--- src/rtl/fe_tx_pkg.sv ---
package fe_tx_pkg;

   localparam int NIB_W = 4;
   localparam int CG_W  = 5;

   typedef logic [CG_W-1:0] cg_t;

   // special code groups, bit 4 leaves first
   localparam cg_t CG_IDLE = 5'b11111;
   localparam cg_t CG_J    = 5'b11000;
   localparam cg_t CG_K    = 5'b10001;
   localparam cg_t CG_T    = 5'b01101;
   localparam cg_t CG_R    = 5'b00111;
   localparam cg_t CG_H    = 5'b00100;

   // signed line symbols
   localparam logic [1:0] SYM_ZERO = 2'b00;
   localparam logic [1:0] SYM_POS  = 2'b01;
   localparam logic [1:0] SYM_NEG  = 2'b11;

   typedef enum logic [1:0] {
      FR_IDLE = 2'd0,
      FR_SEC  = 2'd1,
      FR_DATA = 2'd2,
      FR_TAIL = 2'd3
   } fr_state_e;

   function automatic cg_t enc_4b5b(input logic [NIB_W-1:0] nib);
      cg_t c;
      case (nib)
         4'h0: c = 5'b11110;
         4'h1: c = 5'b01001;
         4'h2: c = 5'b10100;
         4'h3: c = 5'b10101;
         4'h4: c = 5'b01010;
         4'h5: c = 5'b01011;
         4'h6: c = 5'b01110;
         4'h7: c = 5'b01111;
         4'h8: c = 5'b10010;
         4'h9: c = 5'b10011;
         4'hA: c = 5'b10110;
         4'hB: c = 5'b10111;
         4'hC: c = 5'b11010;
         4'hD: c = 5'b11011;
         4'hE: c = 5'b11100;
         default: c = 5'b11101;
      endcase
      return c;
   endfunction

endpackage

--- src/rtl/fe_tx_framer.sv ---
module fe_tx_framer
   import fe_tx_pkg::*;
(
   input  logic             clk,
   input  logic             rst_n,
   input  logic             nib_ce,
   input  logic             tx_en,
   input  logic             tx_err,
   input  logic [NIB_W-1:0] txd,
   output cg_t              code_q,
   output logic             load_q
);

   fr_state_e st_q, st_d;
   logic      pend_q, pend_d;
   cg_t       code_d;

   // next code group per slot
   always_comb begin
      st_d   = st_q;
      pend_d = pend_q;
      code_d = code_q;
      case (st_q)
         FR_IDLE: begin
            if (tx_en) begin
               code_d = CG_J;
               st_d   = FR_SEC;
               pend_d = tx_err;
            end else begin
               code_d = CG_IDLE;
               pend_d = 1'b0;
            end
         end
         FR_SEC: begin
            if (tx_en) begin
               code_d = CG_K;
               st_d   = FR_DATA;
               pend_d = pend_q | tx_err;
            end else begin
               code_d = CG_T;
               st_d   = FR_TAIL;
               pend_d = 1'b0;
            end
         end
         FR_DATA: begin
            if (tx_en) begin
               code_d = (tx_err || pend_q) ? CG_H : enc_4b5b(txd);
               pend_d = 1'b0;
            end else begin
               code_d = CG_T;
               st_d   = FR_TAIL;
               pend_d = 1'b0;
            end
         end
         default: begin
            code_d = CG_R;
            st_d   = FR_IDLE;
            pend_d = 1'b0;
         end
      endcase
   end

   always_ff @(posedge clk or negedge rst_n) begin
      if (!rst_n) begin
         st_q   <= FR_IDLE;
         pend_q <= 1'b0;
         code_q <= CG_IDLE;
         load_q <= 1'b0;
      end else begin
         load_q <= nib_ce;
         if (nib_ce) begin
            st_q   <= st_d;
            pend_q <= pend_d;
            code_q <= code_d;
         end
      end
   end

   AST_IDLE_WHEN_OFF: assert property (@(posedge clk) disable iff (!rst_n)
      (nib_ce && !tx_en) |=> (code_q == CG_IDLE || code_q == CG_T || code_q == CG_R));
   AST_K_AFTER_J: assert property (@(posedge clk) disable iff (!rst_n)
      (load_q && code_q == CG_K) |-> ($past(code_q, 5) == CG_J));
   AST_ERR_CODE: assert property (@(posedge clk) disable iff (!rst_n)
      (nib_ce && tx_en && tx_err) |=>
         (code_q == CG_H || code_q == CG_J || code_q == CG_K || code_q == CG_R));
   AST_R_AFTER_T: assert property (@(posedge clk) disable iff (!rst_n)
      (load_q && code_q == CG_R) |-> ($past(code_q, 5) == CG_T));

endmodule

--- src/rtl/fe_tx_serializer.sv ---
module fe_tx_serializer #(
   parameter int W = 5
) (
   input  logic         clk,
   input  logic         rst_n,
   input  logic         load,
   input  logic [W-1:0] par,
   output logic         ser
);

   localparam int CW = (W > 1) ? $clog2(W) : 1;
   localparam logic [CW-1:0] LAST = CW'(W - 1);

   logic [W-1:0]  sr_q;
   logic [CW-1:0] cnt_q;
   logic          armed_q;

   initial begin : p_param_chk
      assert (W >= 2) else $fatal(1, "serializer width too small");
   end

   always_ff @(posedge clk or negedge rst_n) begin
      if (!rst_n) begin
         sr_q    <= '1;
         cnt_q   <= LAST;
         armed_q <= 1'b0;
      end else if (load) begin
         sr_q    <= par;
         cnt_q   <= '0;
         armed_q <= 1'b1;
      end else begin
         sr_q <= {sr_q[W-2:0], 1'b1};
         if (cnt_q != LAST) cnt_q <= cnt_q + 1'b1;
      end
   end

   // most significant code bit leaves first
   assign ser = sr_q[W-1];

   AST_LOAD_SPACING: assert property (@(posedge clk) disable iff (!rst_n)
      (load && armed_q) |-> (cnt_q == LAST));

endmodule

--- src/rtl/fe_tx_scrambler.sv ---
module fe_tx_scrambler #(
   parameter int             W      = 11,
   parameter int             TAP    = 9,
   parameter logic [W-1:0]   SEED   = '1,
   parameter bit             ENABLE = 1'b1
) (
   input  logic clk,
   input  logic rst_n,
   input  logic plain,
   output logic scr
);

   initial begin : p_param_chk
      assert (W >= 3) else $fatal(1, "key register too short");
      assert (TAP >= 1 && TAP < W) else $fatal(1, "tap outside key register");
      assert (SEED != '0) else $fatal(1, "seed must be nonzero");
   end

   generate
      if (ENABLE) begin : g_on
         logic [W-1:0] lfsr_q;
         logic         key;

         assign key = lfsr_q[W-1] ^ lfsr_q[TAP-1];

         always_ff @(posedge clk or negedge rst_n) begin
            if (!rst_n) begin
               lfsr_q <= SEED;
               scr    <= 1'b0;
            end else begin
               lfsr_q <= {lfsr_q[W-2:0], key};
               scr    <= plain ^ key;
            end
         end

         AST_LFSR_LIVE: assert property (@(posedge clk) disable iff (!rst_n)
            lfsr_q != '0);
      end else begin : g_off
         always_ff @(posedge clk or negedge rst_n) begin
            if (!rst_n) scr <= 1'b0;
            else        scr <= plain;
         end
      end
   endgenerate

endmodule

--- src/rtl/fe_tx_line_enc.sv ---
module fe_tx_line_enc
   import fe_tx_pkg::*;
#(
   parameter int LEVELS = 3
) (
   input  logic       clk,
   input  logic       rst_n,
   input  logic       bit_in,
   output logic [1:0] sym
);

   initial begin : p_param_chk
      assert (LEVELS == 2 || LEVELS == 3) else $fatal(1, "LEVELS must be 2 or 3");
   end

   generate
      if (LEVELS == 3) begin : g_mlt3
         logic [1:0] ph_q;

         always_ff @(posedge clk or negedge rst_n) begin
            if (!rst_n)      ph_q <= 2'd0;
            else if (bit_in) ph_q <= ph_q + 2'd1;
         end

         always_comb begin
            case (ph_q)
               2'd1:    sym = SYM_POS;
               2'd3:    sym = SYM_NEG;
               default: sym = SYM_ZERO;
            endcase
         end

         AST_NO_BAD_SYM: assert property (@(posedge clk) disable iff (!rst_n)
            sym != 2'b10);
         AST_MLT_ADJ: assert property (@(posedge clk) disable iff (!rst_n)
            (sym != $past(sym)) |->
               (($past(sym) == SYM_ZERO) ? (sym != SYM_ZERO) : (sym == SYM_ZERO)));
         AST_MLT_HOLD: assert property (@(posedge clk) disable iff (!rst_n)
            !$past(bit_in) |-> $stable(sym));
      end else begin : g_nrzi
         logic pol_q;

         always_ff @(posedge clk or negedge rst_n) begin
            if (!rst_n)      pol_q <= 1'b0;
            else if (bit_in) pol_q <= ~pol_q;
         end

         assign sym = pol_q ? SYM_POS : SYM_NEG;
      end
   endgenerate

endmodule

--- src/rtl/fe_tx_coder.sv ---
module fe_tx_coder
   import fe_tx_pkg::*;
#(
   parameter int             KEY_W       = 11,
   parameter int             KEY_TAP     = 9,
   parameter logic [KEY_W-1:0] KEY_SEED  = '1,
   parameter bit             SCRAMBLE    = 1'b1,
   parameter int             LINE_LEVELS = 3
) (
   input  logic             clk,
   input  logic             rst_n,
   input  logic             nib_ce,
   input  logic             tx_en,
   input  logic             tx_err,
   input  logic [NIB_W-1:0] txd,
   output logic [1:0]       line_sym
);

   cg_t  code;
   logic load;
   logic plain_bit;
   logic scr_bit;

   // all stages clear asynchronously, key register reloads the seed
   fe_tx_framer u_framer (
      .clk    (clk),
      .rst_n  (rst_n),
      .nib_ce (nib_ce),
      .tx_en  (tx_en),
      .tx_err (tx_err),
      .txd    (txd),
      .code_q (code),
      .load_q (load)
   );

   fe_tx_serializer #(.W(CG_W)) u_ser (
      .clk   (clk),
      .rst_n (rst_n),
      .load  (load),
      .par   (code),
      .ser   (plain_bit)
   );

   fe_tx_scrambler #(
      .W      (KEY_W),
      .TAP    (KEY_TAP),
      .SEED   (KEY_SEED),
      .ENABLE (SCRAMBLE)
   ) u_scr (
      .clk   (clk),
      .rst_n (rst_n),
      .plain (plain_bit),
      .scr   (scr_bit)
   );

   fe_tx_line_enc #(.LEVELS(LINE_LEVELS)) u_line (
      .clk    (clk),
      .rst_n  (rst_n),
      .bit_in (scr_bit),
      .sym    (line_sym)
   );

endmodule

--- config.mk ---
export PLATFORM = sky130hd
export DESIGN_NAME = fe_tx_coder
export DESIGN_NICKNAME = d
export VERILOG_FILES = /design/src/rtl/fe_tx_pkg.sv /design/src/rtl/fe_tx_framer.sv /design/src/rtl/fe_tx_serializer.sv /design/src/rtl/fe_tx_scrambler.sv /design/src/rtl/fe_tx_line_enc.sv /design/src/rtl/fe_tx_coder.sv
export SDC_FILE = /design/constraint.sdc
export NUM_CORES = 1
export LEC_CHECK = 0
export BUFFER_PORTS_ARGS = -buffer_cell sky130_fd_sc_hd__buf_4
export CORE_MARGIN = 8
export CORE_UTILIZATION = 40
export DETAILED_ROUTE_END_ITERATION = 8
export GPL_ROUTABILITY_DRIVEN = 1
export PLACE_DENSITY = 0.58
export SYNTH_ARGS = -nofsm -noshare
export SYNTH_HDL_FRONTEND = slang
export SYNTH_SLANG_ARGS = --single-unit
--- constraint.sdc ---
create_clock -name clk -period 1.3 [get_ports clk]
set_input_delay 0.26 -clock clk [delete_from_list [all_inputs] [get_ports clk]]
set_output_delay 0.26 -clock clk [all_outputs]
set_load 0.005 [all_outputs]
# --- Word level (Yosys, flattened, before mapping) ---
# Memory sizes are Yosys's and may differ from the RTL's.
# Cells that the tools add are included.
op_classes:
  reduce_logical: 3
  eq_ne: 6
  mux: 14
  n_addsub: 1
  bitwise_logic: 3
ops:
  columns: ["cell", "count"]
  rows:
  - ["2-to-1 mux 5 bit", 4]
  - ["one-hot mux 5 bit (3 select lines)", 1]
  - ["one-hot mux 2 bit (3 select lines)", 1]
  - ["== test 2 x 1 -> 1 bit, second input constant", 2]
  - ["== test 2 bit, second input constant", 2]
  - ["2-to-1 mux 2 bit", 2]
  - ["!= test 2 bit, second input constant", 2]
  - ["one-hot mux 2 bit (2 select lines)", 1]
  - ["2-to-1 mux 1 bit", 3]
  - ["2-to-1 mux 3 bit", 1]
  - ["AND reduction 3 bit", 1]
  - ["adder 2 x 1 -> 2 bit, second input constant", 1]
  - ["zero test 2 bit", 1]
  - ["one-hot mux 1 bit (2 select lines)", 1]
  - ["bitwise XOR 1 bit", 2]
  - ["logical OR 1 bit", 1]
  - ["bitwise OR 1 bit", 1]
word_totals:
  out_inout_bits: 2
  in_bits: 9
  reg_bits: 28
  n_memories: 1
  romBits: 80
mem_list:
  columns: ["memory", "words", "word_bits", "rd", "rd_clocked_by_memory_dff", "wr", "line_no", "source"]
  rows:
  - ["(name not given)", 16, 5, 1, 0, 0, "fe_tx_pkg.sv:30", "case (nib)"]

# --- Logic depth before layout (Yosys ltp) ---
# Gate-level depths: netlist of run 1.
logic_depth:
  depth_word: 4
  depth_mapped: 6
  ltp_nobuf: 6

# --- Cells and area by module ---
# From an unflattened synthesis of run 1, not the netlist that was laid out.
hier_totals:
  cells_unflattened: 91
  hier_area_um2: 1194.9
modules_own_cells:
  columns: ["mod", "n_inst", "cells_per_inst", "area_per_inst_um2"]
  rows:
  - ["fe_tx_framer", 1, 58, 563.0]
  - ["fe_tx_scrambler", 1, 14, 346.6]
  - ["fe_tx_serializer", 1, 10, 182.7]
  - ["fe_tx_line_enc", 1, 9, 102.6]

# --- Worst setup path before layout of run 1 ---
# OpenSTA, ideal clock, no wires.
synth_timing:
  kind: "register to register"
  start: "register u_framer.st_q[0]"
  end: "register u_framer.st_q[1]"
  slack_ns: -0.036
  setup_time_ns: 0.127
  path_stages_with_launch: 6
  t_required_ns: 1.173
  arrival_time_ns: 1.208
  n_path_buf: 0
  path_cell_list: "dfrtp_1 > inv_1 > ha_1 > nand2_2 > nand3_1 > mux2_1"
synth_via:
  elab_chain_cells: 3
synth_rtl:
  columns: ["item", "line_no", "source"]
  rows:
  - ["start: declaration", "fe_tx_framer.sv:14", "fr_state_e st_q, st_d;"]
  - ["start signal: assignment", "fe_tx_framer.sv:72", "st_q <= st_d;"]
  - ["== test 2 bit / zero test 2 bit (equally long branches)", "fe_tx_framer.sv:23", "case (st_q)"]
  - ["!= test 2 bit (no source line)", null, null]
  - ["AND reduction 3 bit (no source line)", null, null]
# Several ways; a longest one is shown, not always the timed one.
# A chain may end at the register's enable or synchronous reset.

# --- Worst setup path after layout of run 1 ---
layout_timing:
  start: "register u_line.g_mlt3.ph_q[0]"
  end: "output port line_sym[0]"
layout_via:
  elab_chain_cells: 2
layout_rtl:
  columns: ["item", "line_no", "source"]
  rows:
  - ["start: declaration", "fe_tx_line_enc.sv:18", "logic [1:0] ph_q;"]
  - ["start signal: assignment", "fe_tx_line_enc.sv:22", "else if (bit_in) ph_q <= ph_q + 2'd1;"]
  - ["== test 2 bit / == test 2 x 1 -> 1 bit (equally long branches)", "fe_tx_line_enc.sv:26", "case (ph_q)"]
  - ["one-hot mux 2 bit (2 select lines) *", "fe_tx_line_enc.sv:26", null]
  - ["end: declaration", "fe_tx_coder.sv:16", "output logic [1:0] line_sym"]
# Every way passes the cells marked *; elsewhere a longest branch is shown, timed or not.

==> results.sh, run 1 <==
export IMPL_hold_start="nib_ce"
export IMPL_netSwitchingFraction_pct=29.3
export IMPL_fmax_mhz=644
export IMPL_overflow=0
export IMPL_criticalPathCategory="reg2out"
export IMPL_avgSynthCellArea_sq_um=13.4
export IMPL_core_sq_um=2780
export IMPL_timing_rr_end="u_framer.st_q[0]$_DFFE_PN0P_"
export IMPL_tightest_slew_ns=0.337
export IMPL_cts_sinks=28
export IMPL_holdPathEnd="u_framer.load_q$_DFF_PN0_"
export IMPL_area_growth_pct=34.0
export IMPL_p_comb_share_pct=41.9
export IMPL_n_antenna_cell=0
export IMPL_fillCellCount=228
export IMPL_stdcell_count=145
export IMPL_gp_congestion=0.859
export IMPL_synth_area_sq_um=1180
export IMPL_reg2reg_from="u_framer.st_q[0]$_DFFE_PN0P_"
export IMPL_drtIter0Drc=21
export IMPL_hold_violations=0
export IMPL_r2r_slack_ns=-0.02
export IMPL_track_usage_pct=8.63
export IMPL_worstPathMaxFanout=3
export IMPL_root_buffer="clkbuf_4"
export IMPL_holdPathStages=1
export IMPL_rows=19
export IMPL_power_density_nw_per_um2=2060
export IMPL_hpwlAfterDp_mm=1.36
export IMPL_die_h_um=70.4
export IMPL_p_seq_share_pct=41.1
export IMPL_avgViaCountPerCell=5.06
export IMPL_worstPathArrival_ns=1.29
export IMPL_start_kind="register"
export IMPL_synth_largest_area_cell="dfstp_2"
export IMPL_r2r_cells=5
export IMPL_grt_pass1_wl_mm=3.46
export IMPL_ant_nets=0
export IMPL_clk_pin_slew_ns=0.14
export IMPL_routed_wl_mm=2.07
export IMPL_antenna_found_initial=0
export IMPL_min_period_ns=1.55
export IMPL_cts_tree="built"
export IMPL_clock_skew_ns=0.00285
export IMPL_synth_cell_types=33
export IMPL_fin_nets=130
export IMPL_clock_path_buffers=2
export IMPL_setup_violations_final=6
export IMPL_p_leak_nw=0.680
export IMPL_maxSlewHeadroom_pct=77.5
export IMPL_clkLatencyLatePin_ns=0.32
export IMPL_die_w_um=70.4
export IMPL_cap_violations=0
export IMPL_syn_inst=88
export IMPL_run_status="complete, but fails checks"
export IMPL_finalPower_mw=3.27
export IMPL_dr_total_vias=733
export IMPL_drive_gt1_share_pct=66.7
export IMPL_synth_top_area_share_pct=46.7
export IMPL_hold_class="in2reg"
export IMPL_ios=11
export IMPL_synth_fp_nets=103
export IMPL_start_util_pct=42.5
export IMPL_drv_slew=0
export IMPL_grt_pass1_vias=724
export IMPL_wire_per_inst_um=14.3
export IMPL_crit_path_end_kind="primary output"
export IMPL_first_pass_iters=4
export IMPL_io_buffer_count=10
export IMPL_die_area_sq_um=4950
export IMPL_clkPwrFrac_pct=17.0
export IMPL_p_sw_uw=958
export IMPL_cts_buffers=3
export IMPL_final_util_pct=57.0
export IMPL_placed_cells=134
export IMPL_synth_seq_cells=28
export IMPL_layout_setup_ws_ns=-0.252
export IMPL_ys_seq_area_share_pct=61.5
export IMPL_synth_area_top_cells="dfstp_2 (47%), dfrtp_1 (15%), ha_1 (6.3%), mux2_2 (3.8%), a21oi_1 (2.5%)"
export IMPL_vdd_drop_max_mv=1.34
export IMPL_grt_max_degree=29
export IMPL_fin_crit_sh_pct=119
export IMPL_required_ns=1.04
export IMPL_htree_levels=1
export IMPL_synth_warnings=0
export IMPL_violations="negative setup slack"
export IMPL_p_int_mw=2.31
export IMPL_rsz0062_at_grt="yes"
export IMPL_drcViolationCount=0
-- per-layer routing --
| layer | global-route usage, % | vias to the layer above | part of all wire (%) |
|---|---|---|---|
| met1 | 10.4 | 367 | 46 |
| met3 | 2.82 | 2 | 3.4 |
| met4 | 3.79 | 0 | 0.92 |
| met5 | 0 | - | 0 |
| met2 | 13.6 | 6 | 49 |
| li1 | - | 358 | - |
-- how the worst max path moves through the flow --
stage | slack [ns] | startpoint | cells after the start | to
after floorplan | 0.0007 | u_framer.st_q[0]$_DFFE_PN0P_ | 5 | u_framer.st_q[1]$_DFFE_PN0P_
after global placement | -0.05 | u_framer.st_q[0]$_DFFE_PN0P_ | 5 | u_framer.st_q[1]$_DFFE_PN0P_
after detailed placement | -0.11 | u_framer.st_q[0]$_DFFE_PN0P_ | 5 | u_framer.st_q[1]$_DFFE_PN0P_
after CTS | -0.25 | u_line.g_mlt3.ph_q[0]$_DFFE_PN0P_ | 3 | line_sym[0]
after global routing | -0.32 | u_line.g_mlt3.ph_q[0]$_DFFE_PN0P_ | 3 | line_sym[0]
final | -0.25 | u_line.g_mlt3.ph_q[0]$_DFFE_PN0P_ | 3 | line_sym[0]
-- timing repair --
action                                  4_1_cts  5_1_grt
hold endpoints to repair                      7        0
endpoints found under the setup margin       10       10
resized for setup                            18       14
cloned                                        0        0
hold buffers                                  1        0
setup buffers                                 4        2
pin swaps                                     4        7
-- flip-flops by register name (all words and copies together), names as in the netlist --
register,count
u_framer.code_q,5
u_framer.st_q,2
u_framer.load_q,1
u_ser.sr_q,5
u_line.g_mlt3.ph_q,2
u_framer.pend_q,1
u_scr.scr,1
u_scr.g_on.lfsr_q,11
-- critical path: stages, from the launching register on --
cell	delay [ns]
dfrtp_1	0.43
ha_2	0.19
or2_4	0.24
buf_6	0.11
-- cells in the mapped netlist (all sizes together) --
| library cell | count |
|---|---|
| o21bai | 3 |
| xnor2 | 1 |
| nand2b | 1 |
| a31oi | 1 |
| or2 | 1 |
| ha | 6 |
| o32a | 1 |
| mux2 | 5 |
| dfrtp | 7 |
| mux2i | 1 |
| a22o | 2 |
| a221oi | 1 |
| o22a | 2 |
| nand2 | 6 |
| dfstp | 21 |
| xor2 | 3 |
| o211ai | 1 |
| a21o | 1 |
| a41oi | 1 |
| or3 | 1 |
| nand3 | 2 |
| nor2 | 4 |
| inv | 6 |
| a21boi | 1 |
| buf | 1 |
| a21oi | 6 |
| o21ai | 2 |
-- power groups by stage --
| stage | registers (mW) | clock network (mW) | logic, mW |
|---|---|---|---|
| final | 1.34 | 0.556 | 1.37 |
| after global routing | 1.37 | 0.606 | 1.48 |
| after CTS | 1.33 | 0.570 | 1.15 |
| after detailed placement | 1.35 | 0 | 0.863 |
| after global placement | 1.33 | 0 | 0.846 |
| after floorplan | 1.30 | 0 | 0.590 |
-- cell type report --
type	count	area [sq um]	area share (%)
Sequential cell	28	728	46.0
Multi-Input combinational cell	53	537	33.9
Timing Repair Buffer	23	203	12.8
Tap cell	31	38.8	2.45
Clock inverter	1	30.0	1.90
Inverter	6	25.0	1.58
Clock buffer	3	22.5	1.42
-- logic make-up (layout without fill, tap and decap cells) --
kind of cell	Yosys count	in the layout	share of synthesized area, %
AND/OR/NAND/NOR	15	15	7.83
flip-flops	28	28	61.5
adder cells (fa/ha/maj)	6	6	6.35
buffers and inverters	7	33	2.54
multiplexers	6	6	5.61
AO/OA/AOI/OAI	22	22	13.2
XOR/XNOR	4	4	2.96
-- per-stage QoR --
step / setup TNS, ns / instance area [sq um] / hold slack [ns] / setup slack (ns)
3_3_place_gp: -0.131 / 1340 / 0.188 / -0.0511
3_5_place_dp: -0.271 / 1340 / 0.196 / -0.105
6_report: -0.338 / 1580 / 0.130 / -0.252
5_1_grt: -0.651 / 1580 / 0.112 / -0.321
4_1_cts: -0.294 / 1500 / 0.112 / -0.255
2_1_floorplan: 0 / 1180 / -0.0356 / 0.000688
-- layout by cell type, fill, tap and decap left out, types with 2 or more instances in the layout --
cell,n
nand3_4,2
ha_2,2
inv_2,4
nand2_4,3
a21oi_1,5
clkbuf_4,3
dfstp_2,21
nor2_1,2
mux2_2,4
buf_6,4
o21ai_1,2
buf_4,17
ha_4,4
xor2_1,3
o21bai_1,3
dfrtp_1,6
o22a_1,2
nand2_1,3
Power figures use the tool's default switching activity.
==> run 2, diff against run 1 <==
SETUP_SLACK_MARGIN = 0.3   (was default)
==> run 2 against run 1 <==
  * The run still ends with negative setup slack left
  * Register-to-register slack worse by 0.19 ns
  * Clock skew shrank 0.00095 ns
  * Final area grew 3.4%
  * Global-route usage increased by 0.19 points
  * Highest routed layer unchanged
==> results.sh, run 2 (synthesis gave the netlist of run 1 again) <==
export IMPL_maxSlewHeadroom_pct=77.9
export IMPL_drive_gt1_share_pct=71.3
export IMPL_crit_family="flip-flops"
export IMPL_tightest_slew_ns=0.331
export IMPL_hold_class="in2reg"
export IMPL_n_antenna_cell=0
export IMPL_grt_max_degree=29
export IMPL_run_status="complete, but fails checks"
export IMPL_antenna_found_initial=0
export IMPL_die_w_um=70.4
export IMPL_die_h_um=70.4
export IMPL_fin_nets=131
export IMPL_fin_worst_hold_slack_ns=0.132
export IMPL_grt_pass1_vias=783
export IMPL_dr_total_vias=739
export IMPL_setup_violations_final=5
export IMPL_multi_input_area_sq_um=577
export IMPL_layout_commonest_cell="dfstp_2"
export IMPL_crit_path_end_kind="primary output"
export IMPL_routed_wl_mm=2.05
export IMPL_power_density_nw_per_um2=2080
export IMPL_core_sq_um=2780
export IMPL_ios=11
export IMPL_fillCellCount=234
export IMPL_fmax_mhz=654
export IMPL_finalPower_mw=3.41
export IMPL_vdd_drop_max_mv=1.60
export IMPL_crit_buf_inv=1
export IMPL_first_pass_iters=3
export IMPL_rsz0062_at_grt="yes"
export IMPL_largest_register_ff_count=11
export IMPL_worstPathMaxFanout=3
export IMPL_placed_area_sq_um=1360
export IMPL_die_area_sq_um=4950
export IMPL_reg_largest_list="u_scr.g_on.lfsr_q (11), u_framer.code_q (5), u_ser.sr_q (5)"
export IMPL_clock_skew_ns=0.00190
export IMPL_root_buffer="clkbuf_4"
export IMPL_violations="negative setup slack"
export IMPL_wire_per_inst_um=14.0
export IMPL_max_stage_delay_ns=0.43
export IMPL_clk_pin_slew_ns=0.14
export IMPL_mostFrequentLayoutCells="dfstp_2 (21), buf_4 (15), buf_6 (8)"
export IMPL_min_period_ns=1.53
export IMPL_drv_slew=0
export IMPL_required_ns=1.04
export IMPL_drcViolationCount=0
export IMPL_top_register="u_scr.g_on.lfsr_q"
export IMPL_cts_sinks=28
export IMPL_cap_violations=0
export IMPL_hold_violations=0
export IMPL_grt_pass1_wl_mm=3.59
export IMPL_clock_path_buffers=2
export IMPL_worstPathCellList="ha_2 -> or2_4 -> buf_6"
export IMPL_gp_congestion=0.802
export IMPL_cp_slowest_cell="dfrtp_1"
export IMPL_cts_tree="built"
export IMPL_avgViaCountPerCell=5.06
export IMPL_regArea_sq_um=729
export IMPL_worstPathArrival_ns=1.27
export IMPL_overflow=0
export IMPL_io_buffer_count=10
export IMPL_cts_buffers=3
export IMPL_postLayoutCellArea_sq_um=1640
export IMPL_htree_levels=1
export IMPL_rows=19
export IMPL_hpwlAfterDp_mm=1.36
export IMPL_fin_crit_sh_pct=118
export IMPL_criticalPathCategory="reg2out"
export IMPL_drtIter0Drc=11
export IMPL_area_growth_pct=38.5
export IMPL_p_leak_nw=0.683
export IMPL_layout_setup_ws_ns=-0.229
export IMPL_start_util_pct=42.5
export IMPL_finalSetupTns_ns=-0.471
export IMPL_ant_nets=0
export IMPL_track_usage_pct=8.82
export IMPL_start_kind="register"
export IMPL_clkLatencyLatePin_ns=0.31
## run 2: cell types whose count changed in the layout (fill, tap and decap cells not counted), moves of 2 or more
cell	delta
buf_4	-2
buf_6	+4
o21bai_1	-2
o21bai_4	+2
## run 2: path summary, 6_finish.rpt
path / startpoint / end / slack [ns] / cells after the start
worst max register to register: u_line.g_mlt3.ph_q[1]$_DFFE_PN0P_ / u_line.g_mlt3.ph_q[1]$_DFFE_PN0P_ / -0.21 / 10
worst min-delay path: nib_ce / u_framer.load_q$_DFF_PN0_ / 0.13 / 1
max in group asynchronous: rst_n / u_framer.code_q[0]$_DFFE_PN1P_ / 0.63 / 2
worst min register to register: u_scr.g_on.lfsr_q[2]$_DFF_PN1_ / u_scr.g_on.lfsr_q[3]$_DFF_PN1_ / 0.37 / 0
worst max-delay path: u_line.g_mlt3.ph_q[0]$_DFFE_PN0P_ / line_sym[0] / -0.23 / 3
min in group asynchronous: rst_n / u_framer.st_q[1]$_DFFE_PN0P_ / 0.38 / 2
## run 2: per-stage QoR
stage                     utilization [%]  cells  setup slack (ns)
after floorplan                         -     88            0.0620
after global placement               49.0    129           0.00798
after detailed placement             49.0    129           -0.0186
after CTS                            56.7    143            -0.236
after global routing                 58.9    146            -0.287
final                                58.9    146            -0.229
## run 2: routing by layer
layer / wire length, um / share of wire (%) / global-route usage, % / up-vias
li1: - / - / - / 360
met1: 1030 / 50 / 11.2 / 366
met2: 927 / 45 / 13.5 / 11
met3: 54 / 2.6 / 1.55 / 2
met4: 40 / 2.0 / 5.36 / 0
met5: 0 / 0 / 0 / -
## run 2: what timing repair did
action | CTS | global route
pin swaps | 8 | 5
gates resized for setup | 16 | 9
hold buffers | 1 | 0
setup endpoints to repair | 11 | 12
endpoints found under the hold margin | 7 | 0
setup buffers | 9 | 3
## run 2: area by class of cell
| type | instances | area share (%) |
|---|---|---|
| flip-flops and latches | 28 | 44.5 |
| multi-input cells | 53 | 35.2 |
| repair buffers | 24 | 13.0 |
| well taps | 31 | 2.37 |
| clock inverters | 1 | 1.83 |
| inverters | 6 | 1.68 |
| clock buffers | 3 | 1.38 |
## run 2: power breakdown
part / internal, mW / total (mW) / switching, mW
logic: 0.908 / 1.49 / 0.580
registers: 1.19 / 1.38 / 0.186
clock network: 0.311 / 0.543 / 0.232
total: 2.41 / 3.41 / 0.998
